## config.mk

```make
export PLATFORM = sky130hd
export DESIGN_NAME = srom_addr_check
export DESIGN_NICKNAME = d
export VERILOG_FILES = /design/src/rtl/srom_pkg.sv /design/src/rtl/srom_sync_hunt.sv /design/src/rtl/srom_fold_sum.sv /design/src/rtl/srom_addr_check.sv
export SDC_FILE = /design/constraint.sdc
export NUM_CORES = 1
export LEC_CHECK = 0
export ABC_CLOCK_PERIOD_IN_PS = 4300
export BUFFER_PORTS_ARGS = -buffer_cell sky130_fd_sc_hd__buf_2
export CAP_MARGIN = 20
export CORE_MARGIN = 8
export CORE_UTILIZATION = 57
export DETAILED_ROUTE_END_ITERATION = 8
export PLACE_DENSITY = 0.78
export SLEW_MARGIN = 20
export SYNTH_ARGS = -nofsm -noshare
export SYNTH_HDL_FRONTEND = slang
export SYNTH_SLANG_ARGS = --single-unit
```

## constraint.sdc

```tcl
create_clock -name clk -period 4.3 [get_ports clk]
set_input_delay 0.215 -clock clk [delete_from_list [all_inputs] [get_ports clk]]
set_output_delay 0.215 -clock clk [all_outputs]
set_load 0.02 [all_outputs]
```

## src/rtl/srom_pkg.sv

```systemverilog
package srom_pkg;

  typedef enum logic [1:0] {
    ST_IDLE = 2'd0,
    ST_HUNT = 2'd1,
    ST_ADDR = 2'd2,
    ST_CSUM = 2'd3
  } srom_state_e;

  // marker repeats a four-byte motif
  function automatic logic [7:0] sync_byte(input int unsigned pos);
    case (pos % 4)
      0:       sync_byte = 8'hFF;
      1:       sync_byte = 8'h00;
      2:       sync_byte = 8'h55;
      default: sync_byte = 8'hAA;
    endcase
  endfunction

endpackage

```

## src/rtl/srom_sync_hunt.sv

```systemverilog
module srom_sync_hunt #(
  parameter int SYNC_LEN   = 8,
  parameter int HUNT_LIMIT = 32
) (
  input  logic       clk,
  input  logic       rst,
  input  logic       clr,
  input  logic       take,
  input  logic [7:0] din,
  output logic       found,
  output logic       give_up
);
  localparam int POS_W = $clog2(SYNC_LEN + 1);
  localparam int CNT_W = $clog2(HUNT_LIMIT + 1);

  logic [POS_W-1:0] pos_q;
  logic [CNT_W-1:0] cnt_q;
  logic [7:0]       want;
  logic             hit;

  always_comb begin
    want    = srom_pkg::sync_byte(32'(pos_q));
    hit     = (din == want);
    found   = take && hit && (pos_q == POS_W'(SYNC_LEN - 1));
    give_up = take && !found && (cnt_q == CNT_W'(HUNT_LIMIT - 1));
  end

  always_ff @(posedge clk) begin
    if (rst || clr) begin
      pos_q <= '0;
      cnt_q <= '0;
    end else if (take) begin
      cnt_q <= cnt_q + 1'b1;
      // mismatch restarts without rechecking this byte
      pos_q <= hit ? pos_q + 1'b1 : '0;
    end
  end

endmodule

```

## src/rtl/srom_fold_sum.sv

```systemverilog
module srom_fold_sum #(
  parameter int WORD_W = 16
) (
  input  logic              clk,
  input  logic              rst,
  input  logic              load,
  input  logic              first,
  input  logic              last,
  input  logic [WORD_W-1:0] word,
  output logic [WORD_W-1:0] sum
);
  localparam int EXT_W = WORD_W + 2;
  localparam logic [EXT_W-1:0] MODV = EXT_W'((64'd1 << WORD_W) - 64'd1);

  logic [WORD_W-1:0] acc_q;
  logic [EXT_W-1:0]  dbl, dbl_f, add, add_f;

  always_comb begin
    dbl   = {1'b0, acc_q, 1'b0};
    dbl_f = (dbl > MODV) ? dbl - MODV : dbl;
    add   = dbl_f + {2'b00, word};
    if (last) add_f = (add >= MODV) ? add - MODV : add;
    else      add_f = (add >  MODV) ? add - MODV : add;
  end

  always_ff @(posedge clk) begin
    if (rst)       acc_q <= '0;
    else if (load) acc_q <= first ? word : add_f[WORD_W-1:0];
  end

  assign sum = acc_q;

endmodule

```

## src/rtl/srom_addr_check.sv

```systemverilog
module srom_addr_check
  import srom_pkg::*;
#(
  parameter int HUNT_LIMIT = 32,
  parameter int SYNC_LEN   = 8,
  parameter int ADDR_BYTES = 6
) (
  input  logic                    clk,
  input  logic                    rst,
  input  logic                    start,
  input  logic                    skip_sync,
  output logic                    rd_req,
  input  logic                    rd_valid,
  input  logic [7:0]              rd_data,
  output logic [8*ADDR_BYTES-1:0] mac_addr,
  output logic                    done,
  output logic                    error
);
  localparam int IDX_W  = $clog2(ADDR_BYTES + 1);
  localparam int WORD_W = 16;

  srom_state_e      state_q, state_d;
  logic [IDX_W-1:0] idx_q;
  logic [7:0]       hold_q;
  logic             csum_hi_q;
  logic             rd_req_q, done_q, error_q;
  logic [7:0]       lane_q [ADDR_BYTES];

  logic take, accept, hunt_take, addr_take, csum_take;
  logic sync_found, sync_gave_up;
  logic fin, fin_err, addr_bad;
  logic [WORD_W-1:0] fold_sum;

  assign take      = rd_req_q && rd_valid;
  assign accept    = (state_q == ST_IDLE) && start;
  assign hunt_take = take && (state_q == ST_HUNT);
  assign addr_take = take && (state_q == ST_ADDR);
  assign csum_take = take && (state_q == ST_CSUM);

  srom_sync_hunt #(
    .SYNC_LEN  (SYNC_LEN),
    .HUNT_LIMIT(HUNT_LIMIT)
  ) u_hunt (
    .clk    (clk),
    .rst    (rst),
    .clr    (accept),
    .take   (hunt_take),
    .din    (rd_data),
    .found  (sync_found),
    .give_up(sync_gave_up)
  );

  srom_fold_sum #(
    .WORD_W(WORD_W)
  ) u_fold (
    .clk  (clk),
    .rst  (rst),
    .load (addr_take && idx_q[0]),
    .first(idx_q == IDX_W'(1)),
    .last (idx_q == IDX_W'(ADDR_BYTES - 1)),
    .word ({rd_data, hold_q}),
    .sum  (fold_sum)
  );

  genvar g;
  generate
    for (g = 0; g < ADDR_BYTES; g++) begin : g_lane
      always_ff @(posedge clk) begin
        if (rst || accept)                           lane_q[g] <= '0;
        else if (addr_take && idx_q == IDX_W'(g))    lane_q[g] <= rd_data;
      end
      assign mac_addr[8*g +: 8] = lane_q[g];
    end
  endgenerate

  always_comb begin
    addr_bad = ({rd_data, hold_q} != fold_sum) || lane_q[0][0] ||
               (mac_addr[23:0] == 24'd0);
  end

  always_comb begin
    state_d = state_q;
    fin     = 1'b0;
    fin_err = 1'b0;
    unique case (state_q)
      ST_IDLE: if (start) state_d = skip_sync ? ST_ADDR : ST_HUNT;
      ST_HUNT: begin
        if (sync_found) begin
          state_d = ST_ADDR;
        end else if (sync_gave_up) begin
          state_d = ST_IDLE;
          fin     = 1'b1;
          fin_err = 1'b1;
        end
      end
      ST_ADDR: if (addr_take && idx_q == IDX_W'(ADDR_BYTES - 1)) state_d = ST_CSUM;
      ST_CSUM: begin
        if (csum_take && csum_hi_q) begin
          state_d = ST_IDLE;
          fin     = 1'b1;
          fin_err = addr_bad;
        end
      end
      default: state_d = ST_IDLE;
    endcase
  end

  always_ff @(posedge clk) begin
    if (rst) begin
      state_q   <= ST_IDLE;
      idx_q     <= '0;
      hold_q    <= '0;
      csum_hi_q <= 1'b0;
      rd_req_q  <= 1'b0;
      done_q    <= 1'b0;
      error_q   <= 1'b0;
    end else begin
      state_q  <= state_d;
      rd_req_q <= (state_d != ST_IDLE);
      done_q   <= fin;
      error_q  <= fin_err;
      if (take) hold_q <= rd_data;
      if (accept) begin
        idx_q     <= '0;
        csum_hi_q <= 1'b0;
      end else begin
        if (addr_take) idx_q <= idx_q + 1'b1;
        if (csum_take) csum_hi_q <= 1'b1;
      end
    end
  end

  assign rd_req = rd_req_q;
  assign done   = done_q;
  assign error  = error_q;

endmodule

```

* Word-level counts from Yosys, hierarchy flattened *
Memories as Yosys holds them, arrays and structs flattened.
Cells that the tools add are included.
Widths: inputs -> output; s select.

word-level totals
  output and inout bits = 51
  flip-flop bits (word level) = 43
  memory bits (writable) = 48
  memories kept = 1

operators by class
  muxes and demuxes = 46
  order comparisons = 3
  bitwise logic cells = 6
  eq/ne operators = 14
  add/sub/neg operators = 6
  reductions and logical operators = 27

memories
  memory  depth  width  rd ports  clocked after memory_dff  write ports  RTL line               RTL
  lane_q  6      8      6         0                         6            srom_addr_check.sv:27  logic [7:0] lane_q [ADDR_BYTES];

operator list
  cell                    number
  $mux 16                 4
  $mux 8                  6
  $logic_not 32->1        1
  $logic_not 24->1        1
  $mux 1                  24
  $pmux 8 s3              1
  $add 18x16->18          1
  $ge 18x16->1 const B    1
  $gt 18x16->1 const B    1
  $mux 18                 1
  $sub 17x16->18 const B  1
  $gt 17x16->1 const B    1
  $logic_and 1x1->1       17
  $ne 16x16->1            1
  $sub 16x16->16 const B  1
  $mux 2                  6
  $eq 8x8->1              1
  $pmux 2 s4              1
  $add 6x1->6 const B     1
  $eq 2x2->1 const B      3
  $eq 3x2->1 const B      2
  $eq 3x3->1 const B      2
  $eq 6x5->1 const B      1
  $or 1x1->1              6
  other kinds (13)        17

* Longest topological paths before layout *
Gate-level depths: netlist of run 1.

  word-level depth = 12
  mapped depth = 12

* Cells and area by module *
A second synthesis of run 1 with hierarchy kept.

unflattened totals
  cell total of the unflattened synthesis = 574
  area total of the unflattened synthesis = 5509.0 µm²

modules (own cells, without submodules)
  module           area each (µm²)  cells an instance  instances
  srom_addr_check  2877.8           239                1
  srom_fold_sum    2013.2           267                1
  srom_sync_hunt   618.1            68                 1

* Least setup slack after synthesis of run 1 *
Ideal clock, no wire load.

  kind = reg2reg
  from = register hold_q[0]
  to = register u_fold.acc_q[7], in the netlist u_fold.sum[7]
  slack = 0.966 ns
  period minus slack after synthesis = 3.334 ns
  setup time = 0.132 ns
  cell stages (with the launch flop) = 12
  data required time = 4.168 ns
  path buffers = 0
  arrival time = 3.201 ns
  path through = dfxtp_1 ha_1 fa_1 a211oi_1 o211ai_1 a31oi_1 xor2_1 nor4_1 or4b_4 a211oi_2 mux2i_1 a211oi_2

on the way
  cells in the longest elaborated chain, start to end = 5
  elaborated cells between the ends (all ways) = 8
  classes of those cells = 2 x add/sub; 2 x order compare; 4 x mux

RTL lines
  item                                          RTL line                                  RTL
  start: declaration                            srom_addr_check.sv:24                     logic [7:0] hold_q;
  start signal: assignment                      srom_addr_check.sv:122                    if (take) hold_q <= rd_data;
  $add 18x16->18 *                              srom_fold_sum.sv:21                       add = dbl_f + {2'b00, word};
  $sub 16x16->16, or another cell as far along  srom_fold_sum.sv:22, srom_fold_sum.sv:23
  $mux 16, on equally long branches             srom_fold_sum.sv:23, srom_fold_sum.sv:22
  $mux 16 *                                     srom_fold_sum.sv:22                       if (last) add_f = (add >= MODV) ? add - MODV : add;
  $mux 16 *                                     srom_fold_sum.sv:28                       else if (load) acc_q <= first ? word : add_f[WORD_W-1:0];
  end signal: assignment                        srom_fold_sum.sv:28
  end: declaration                              srom_fold_sum.sv:15                       logic [WORD_W-1:0] acc_q;

Every way passes the cells marked *; elsewhere a longest branch is shown, timed or not.
A chain may end at the register's enable or synchronous reset.

* Final worst setup path of run 1 *
  from = register hold_q[0]
  to = register u_fold.acc_q[14], in the netlist u_fold.sum[14]

The elaborated chain is that of the path after synthesis.

==> results of run 1 <==
## placed cells by master, fill, tap and decap left out, types with 17 or more instances in the layout
master,netlist,layout
a21oi_1,39,39
and2_1,45,45
buf_2,1,63
dfxtp_1,43,43
edfxtp_1,48,48
ha_1,26,26
nand2_1,61,61
nor2_1,42,42
o21ai_0,20,17
xnor2_1,26,26
## cell families after synthesis
kind of cell / count (synthesis) / share of synthesized area [%]
AO/OA/AOI/OAI: 137 / 17.6
XOR/XNOR: 37 / 5.91
adder cells (fa/ha/maj): 27 / 6.29
buffers and inverters: 37 / 2.55
flip-flops: 91 / 42.0
multiplexers: 6 / 1.09
AND/OR/NAND/NOR: 252 / 24.6
## metrics by stage
| step | hold WS (ns) | power, mW | area (um2) | instances |
|---|---|---|---|---|
| final | 0.119 | 1.81 | 6120 | 780 |
| after global routing | 0.132 | 1.87 | 6120 | 780 |
| after CTS | 0.113 | 1.81 | 6120 | 780 |
| after detailed placement | 0.467 | 1.23 | 5920 | 764 |
| after global placement | 0.449 | 1.22 | 5920 | 764 |
| after floorplan | 0.351 | 1.15 | 5490 | 587 |
## tightest hold or removal path, delay by kind of cell
kind            cells  cell delay [ns]
simple gates        1             0.05
compound gates      1             0.06
buf+inv             1             0.10
## sequential cells by signal, summed over array words and instances (netlist names)
signal,flops
u_hunt.cnt_q,6
state_q,2
rd_req,1
done,1
csum_hi_q,1
hold_q,8
error,1
u_fold.sum,16
u_hunt.pos_q,4
idx_q,3
lane_q,48
## final cells by class
class / count / area [um2]
flip-flops and latches: 91 / 2300
repair buffers: 70 / 368
inverters: 11 / 41.3
clock inverters: 6 / 72.6
clock buffers: 10 / 128
well taps: 133 / 166
fillers: 821 / 3430
multi-input cells: 459 / 3040
## per-layer routing
layer  vias up  track usage, %
met3        33            6.12
met5         -               0
li1       2276               -
met1      2263            27.8
met2       227            37.3
met4         0            8.70
## where the power goes
| group | internal (mW) | leakage [nW] | switching, mW |
|---|---|---|---|
| clock network | 0.275 | 0.0910 | 0.327 |
| registers | 0.951 | 0.870 | 0.0224 |
| logic | 0.0733 | 1.46 | 0.162 |
## synth_stat cells (7+ instances only)
library cell,count,share of area [%]
o21ai_0,20,1.8
nor2_1,42,2.9
and2_1,45,5.1
nor3_1,15,1.4
clkbuf_1,25,1.7
a211oi_1,9,1.2
nor4_1,15,1.7
ha_1,26,5.9
nand2_1,61,4.2
nor3b_1,7,0.96
nand4_1,11,1.3
a21o_1,8,1.1
inv_1,11,0.75
a31oi_1,7,0.80
xnor2_1,26,4.2
edfxtp_1,48,26
a21oi_1,39,3.6
dfxtp_1,43,16
xor2_1,11,1.8
nand3_1,16,1.5
## worst max-delay path by stage
stage,start,to,cells after the start
final,hold_q[0]$_SDFFE_PP0P_,u_fold.sum[14]$_SDFFE_PP0P_,11
after global routing,hold_q[0]$_SDFFE_PP0P_,u_fold.sum[14]$_SDFFE_PP0P_,11
after CTS,hold_q[0]$_SDFFE_PP0P_,u_fold.sum[14]$_SDFFE_PP0P_,11
after detailed placement,hold_q[0]$_SDFFE_PP0P_,u_fold.sum[7]$_SDFFE_PP0P_,11
after global placement,hold_q[0]$_SDFFE_PP0P_,u_fold.sum[14]$_SDFFE_PP0P_,11
after floorplan,hold_q[0]$_SDFFE_PP0P_,u_fold.sum[7]$_SDFFE_PP0P_,11
==> results.cfg, run 1 <==
[drt]
detail_route.drc_violations = 0
routed_via_count = 4799
average_wire_per_standard_cell_um = 18.8
dr.pass1.iters = 5
totalWireLength_um = 14600
route.layer.met1.wl_um = 6190
final_antenna_violating_net_count = 0
avgViaCountPerCell = 6.15
met3_length_um = 1360
total_length_of_routed_met2_wires_um = 6730
routed.top_layer = met4
first_iter_violations = 332

[grt]
grt_overflow_total = 0
via_count_of_the_first_global_routing_pass = 4708
grt.total_usage_pct = 22.7
grt_first_pass_wirelength_um = 23500
grt_start_max_net_pins = 27
grt_antenna_before_repair = 0

[pwr]
irDropWorstVdd_mv = 0.171
static-leakage-power_nw = 2.42
pwr_density_cell_nw_per_um2 = 296

[synthesis]
ys_seq_area_share_pct = 42.0
synthesis.instances = 587
yosys_warnings = 0
synthArstFlopShare_pct = 0
ys.flop_type = edfxtp_1
synth.avg_cell_area_um2 = 9.35
synth_enable_flop_cells = 48
synth-seq-cells = 91
yosysUniqueCellTypes = 67
syn-num-nets = 627
synth_area_um2 = 5490

[setup_path]
timing.setup.critical_path_class = reg2reg
critical-path-top-delay-family = compound AO/OA/AOI/OAI gates
required_ns = 4.58
r2r_cells = 11
crit_path_start_kind = flop
cp_common_cell = a211oi_1
crit_chain = ha_1 -> fa_1 -> a211oi_1 -> o211ai_1 -> nand3_1 -> nand4_1 -> or4_1 -> o41a_1 -> a211oi_1 -> a211oi_1 -> nor3_1
number_of_buffers_and_inverters_on_the_critical_path = 0
worstSetupEndpointType = flop
setup.reg_to_reg.worst_slack_ns = 0.47
timing.critical_path.slowest_stage_cell = or4_1
critical-path-max-stage-delay_ns = 0.61
critPathArrivalTime_ns = 4.11
worst_r2r_endpoint = u_fold.sum[14]$_SDFFE_PP0P_
critical_path.reg2reg.startpoint = hold_q[0]$_SDFFE_PP0P_
cp_max_fo = 5

[die]
die-height_um = 114
coreArea_um2 = 9550
floorplan.rows = 36
die-area_um2 = 13000
initial_core_util_pct = 57.5
io_pins = 64
chipWidth_um = 114

[place]
routabilityCongestion = 0.942
dp_worst_setup_slack_ns = 0.589
port_buffers = 63
detailed_place_hpwl_um = 10900

[clock_network]
cts-buffers-inserted = 9
clkTransAtPathRegs_ns = 0.09
clkLatencyLatePin_ns = 0.37
cts.path.max_buffers = 2
h-tree-depth = 3
post_cts_resized = 0
tritoncts = yes
cts_setup_buffers = 0
clock_sinks = 91
cts_root_buf = clkbuf_8
ctsHoldBuffers = 0

[job]
maxCapViolations = 0

[sta]
final_max_slew_viol_count = 0
fin_skew_ns = 0.0116
final_hold_vio_count = 0
timing.fmax_ghz = 0.261
setup_slack_ns = 0.470
max_slew_margin_pct = 35.5
grt_setup_unrepaired = no
worst-slew-pin-transition_ns = 0.965
timing.final.setup_violations = 0
setup-tns-final_ns = 0
min_cycle_time_layout_ns = 3.83
timing.final.crit_share_pct = 89.1

[hold_path]
whs_endpoint = state_q[1]$_SDFF_PP0_
hold_crit_path_type = in2reg
hold_path.startpoint = skip_sync
timing.hold.worst_path_depth = 3

[cells_and_area]
signed_area_change_from_the_synthesized_netlist_to_the_final_layout_pct = 11.6
fin_util_pct = 64.1
layout-drive-gt1-share_pct = 16.2
nets = 682
diodes = 0

[outcome]
run_status = complete, no violations
Power figures use the tool's default switching activity.
==> run 2: changes to the inputs <==
==> constraint.sdc (replaced) <==
create_clock -name clk -period 4.3 [get_ports clk]
set_input_delay 0.645 -clock clk [delete_from_list [all_inputs] [get_ports clk]]
set_output_delay 0.645 -clock clk [all_outputs]
set_load 0.02 [all_outputs]
==> results.cfg, run 2 (synthesis results as in run 1) <==
[clock_network]
cts_setup_buffers = 0
cts.path.max_buffers = 2
h-tree-depth = 3
post_cts_resized = 0
cts_root_buf = clkbuf_8
tritoncts = yes
cts-buffers-inserted = 9
clkLatencyLatePin_ns = 0.37
clkTransAtPathRegs_ns = 0.10
clock_sinks = 91
ctsHoldBuffers = 0

[grt]
use_met3_pct = 4.48
via_count_of_the_first_global_routing_pass = 4514
grt_antenna_before_repair = 0
grt_first_pass_wirelength_um = 23100
grt_start_max_net_pins = 27
fraction_of_met1_tracks_used_by_global_routing_pct = 29.5
gr-usage-met2_pct = 36.5
globalRoute.busiestLayer = met2
grt_overflow_total = 0
grt.total_usage_pct = 22.4

[sta]
setup_slack_ns = 0.467
timing.fmax_ghz = 0.261
final_hold_vio_count = 0
grt_setup_unrepaired = no
worst-slew-pin-transition_ns = 1.05
timing.final.crit_share_pct = 89.1
setup-tns-final_ns = 0
final_max_slew_viol_count = 0
min_cycle_time_layout_ns = 3.83
fin_skew_ns = 0.0148
timing.final.setup_violations = 0
max_slew_margin_pct = 29.3

[setup_path]
required_ns = 4.60
critPathArrivalTime_ns = 4.14
timing.setup.critical_path_class = reg2reg
worstSetupEndpointType = flop
crit_path_start_kind = flop
worst_r2r_endpoint = u_fold.sum[15]$_SDFFE_PP0P_
cp_max_fo = 6
setup.reg_to_reg.worst_slack_ns = 0.47
critical_path.reg2reg.startpoint = hold_q[0]$_SDFFE_PP0P_
r2r_cells = 11

[pwr]
internal_power_mw = 1.31
pwr_density_cell_nw_per_um2 = 295
fin_total_pwr_mw = 1.83
p_comb_share_pct = 13.0
switching_share_pct = 28.3
seq_power_share_pct = 53.3
power.share.clock_pct = 33.7
static-leakage-power_nw = 2.47
irDropWorstVdd_mv = 0.230
switchingPower_mw = 0.516

[place]
port_buffers = 63
routabilityCongestion = 0.925
detailed_place_hpwl_um = 10900
dp_worst_setup_slack_ns = 0.485

[hold_path]
hold_crit_path_type = reg2reg
whs_endpoint = u_hunt.cnt_q[1]$_SDFFE_PP0P_
timing.hold.worst_path_depth = 2
hold_path.startpoint = u_hunt.cnt_q[1]$_SDFFE_PP0P_

[die]
floorplan.rows = 36
coreArea_um2 = 9550
initial_core_util_pct = 57.5
die-height_um = 114
io_pins = 64
die-area_um2 = 13000
chipWidth_um = 114

[drt]
first_iter_violations = 338
dr.pass1.iters = 5
avgViaCountPerCell = 6.01
totalWireLength_um = 14400
final_antenna_violating_net_count = 0
routed_via_count = 4720
average_wire_per_standard_cell_um = 18.3
detail_route.drc_violations = 0

[cells_and_area]
diodes = 0
highest_count_cells_in_the_layout_ignoring_fill_and_taps = buf_2, nand2_1, edfxtp_1
nets = 688
number_of_flip_flops_under_the_largest_register_name = 48
largest-register = lane_q
signed_area_change_from_the_synthesized_netlist_to_the_final_layout_pct = 12.7
layout-drive-gt1-share_pct = 17.2
layout.cells.most_common = buf_2

[job]
maxCapViolations = 0

[outcome]
run_status = complete, no violations
==> run 2: layer usage <==
layer	vias to the layer above	wire (um)
met5	-	0
met4	0	235
met3	19	1170
met2	192	6770
met1	2229	6250
li1	2280	-
==> run 2: through the flow <==
step	instances	hold slack (ns)	cell area, um2	util, %
3_3_place_gp	769	0.449	5960	62.4
4_1_cts	785	0.491	6180	64.7
5_1_grt	786	0.517	6180	64.7
2_1_floorplan	587	0.436	5490	-
6_report	786	0.488	6180	64.7
3_5_place_dp	769	0.476	5960	62.4
==> run 2: worst max-delay path: stages, from the launching register on <==
cell and delay [ns]:
dfxtp_1 0.35, ha_1 0.25, fa_1 0.42, a211oi_1 0.40, nor3b_1 0.13, nor2b_1 0.37
nand4_1 0.22, or3_1 0.40, nor4_1 0.63, nand3b_1 0.14, a31oi_1 0.29, a22o_1 0.17
==> run 2: area by class of cell <==
cell class	instances	area, um2
flip-flops and latches	91	2300
clock inverters	7	92.6
fillers	801	3370
inverters	11	41.3
clock buffers	9	124
repair buffers	76	410
multi-input cells	459	3040
well taps	133	166
==> run 2: power by group through the flow <==
stage	clock network [mW]	registers [mW]	logic, mW
after detailed placement	0	0.993	0.235
after global placement	0	0.991	0.232
after CTS	0.626	0.973	0.236
final	0.616	0.973	0.237
after global routing	0.661	0.978	0.256
after floorplan	0	1.03	0.118
==> run 2: worst max path at each step <==
stage / from / end
2_1_floorplan: rd_data[4] / u_fold.sum[7]$_SDFFE_PP0P_
3_3_place_gp: rd_data[0] / u_fold.sum[7]$_SDFFE_PP0P_
3_5_place_dp: rd_data[0] / u_fold.sum[7]$_SDFFE_PP0P_
4_1_cts: hold_q[0]$_SDFFE_PP0P_ / u_fold.sum[15]$_SDFFE_PP0P_
5_1_grt: hold_q[0]$_SDFFE_PP0P_ / u_fold.sum[15]$_SDFFE_PP0P_
6_report: hold_q[0]$_SDFFE_PP0P_ / u_fold.sum[15]$_SDFFE_PP0P_
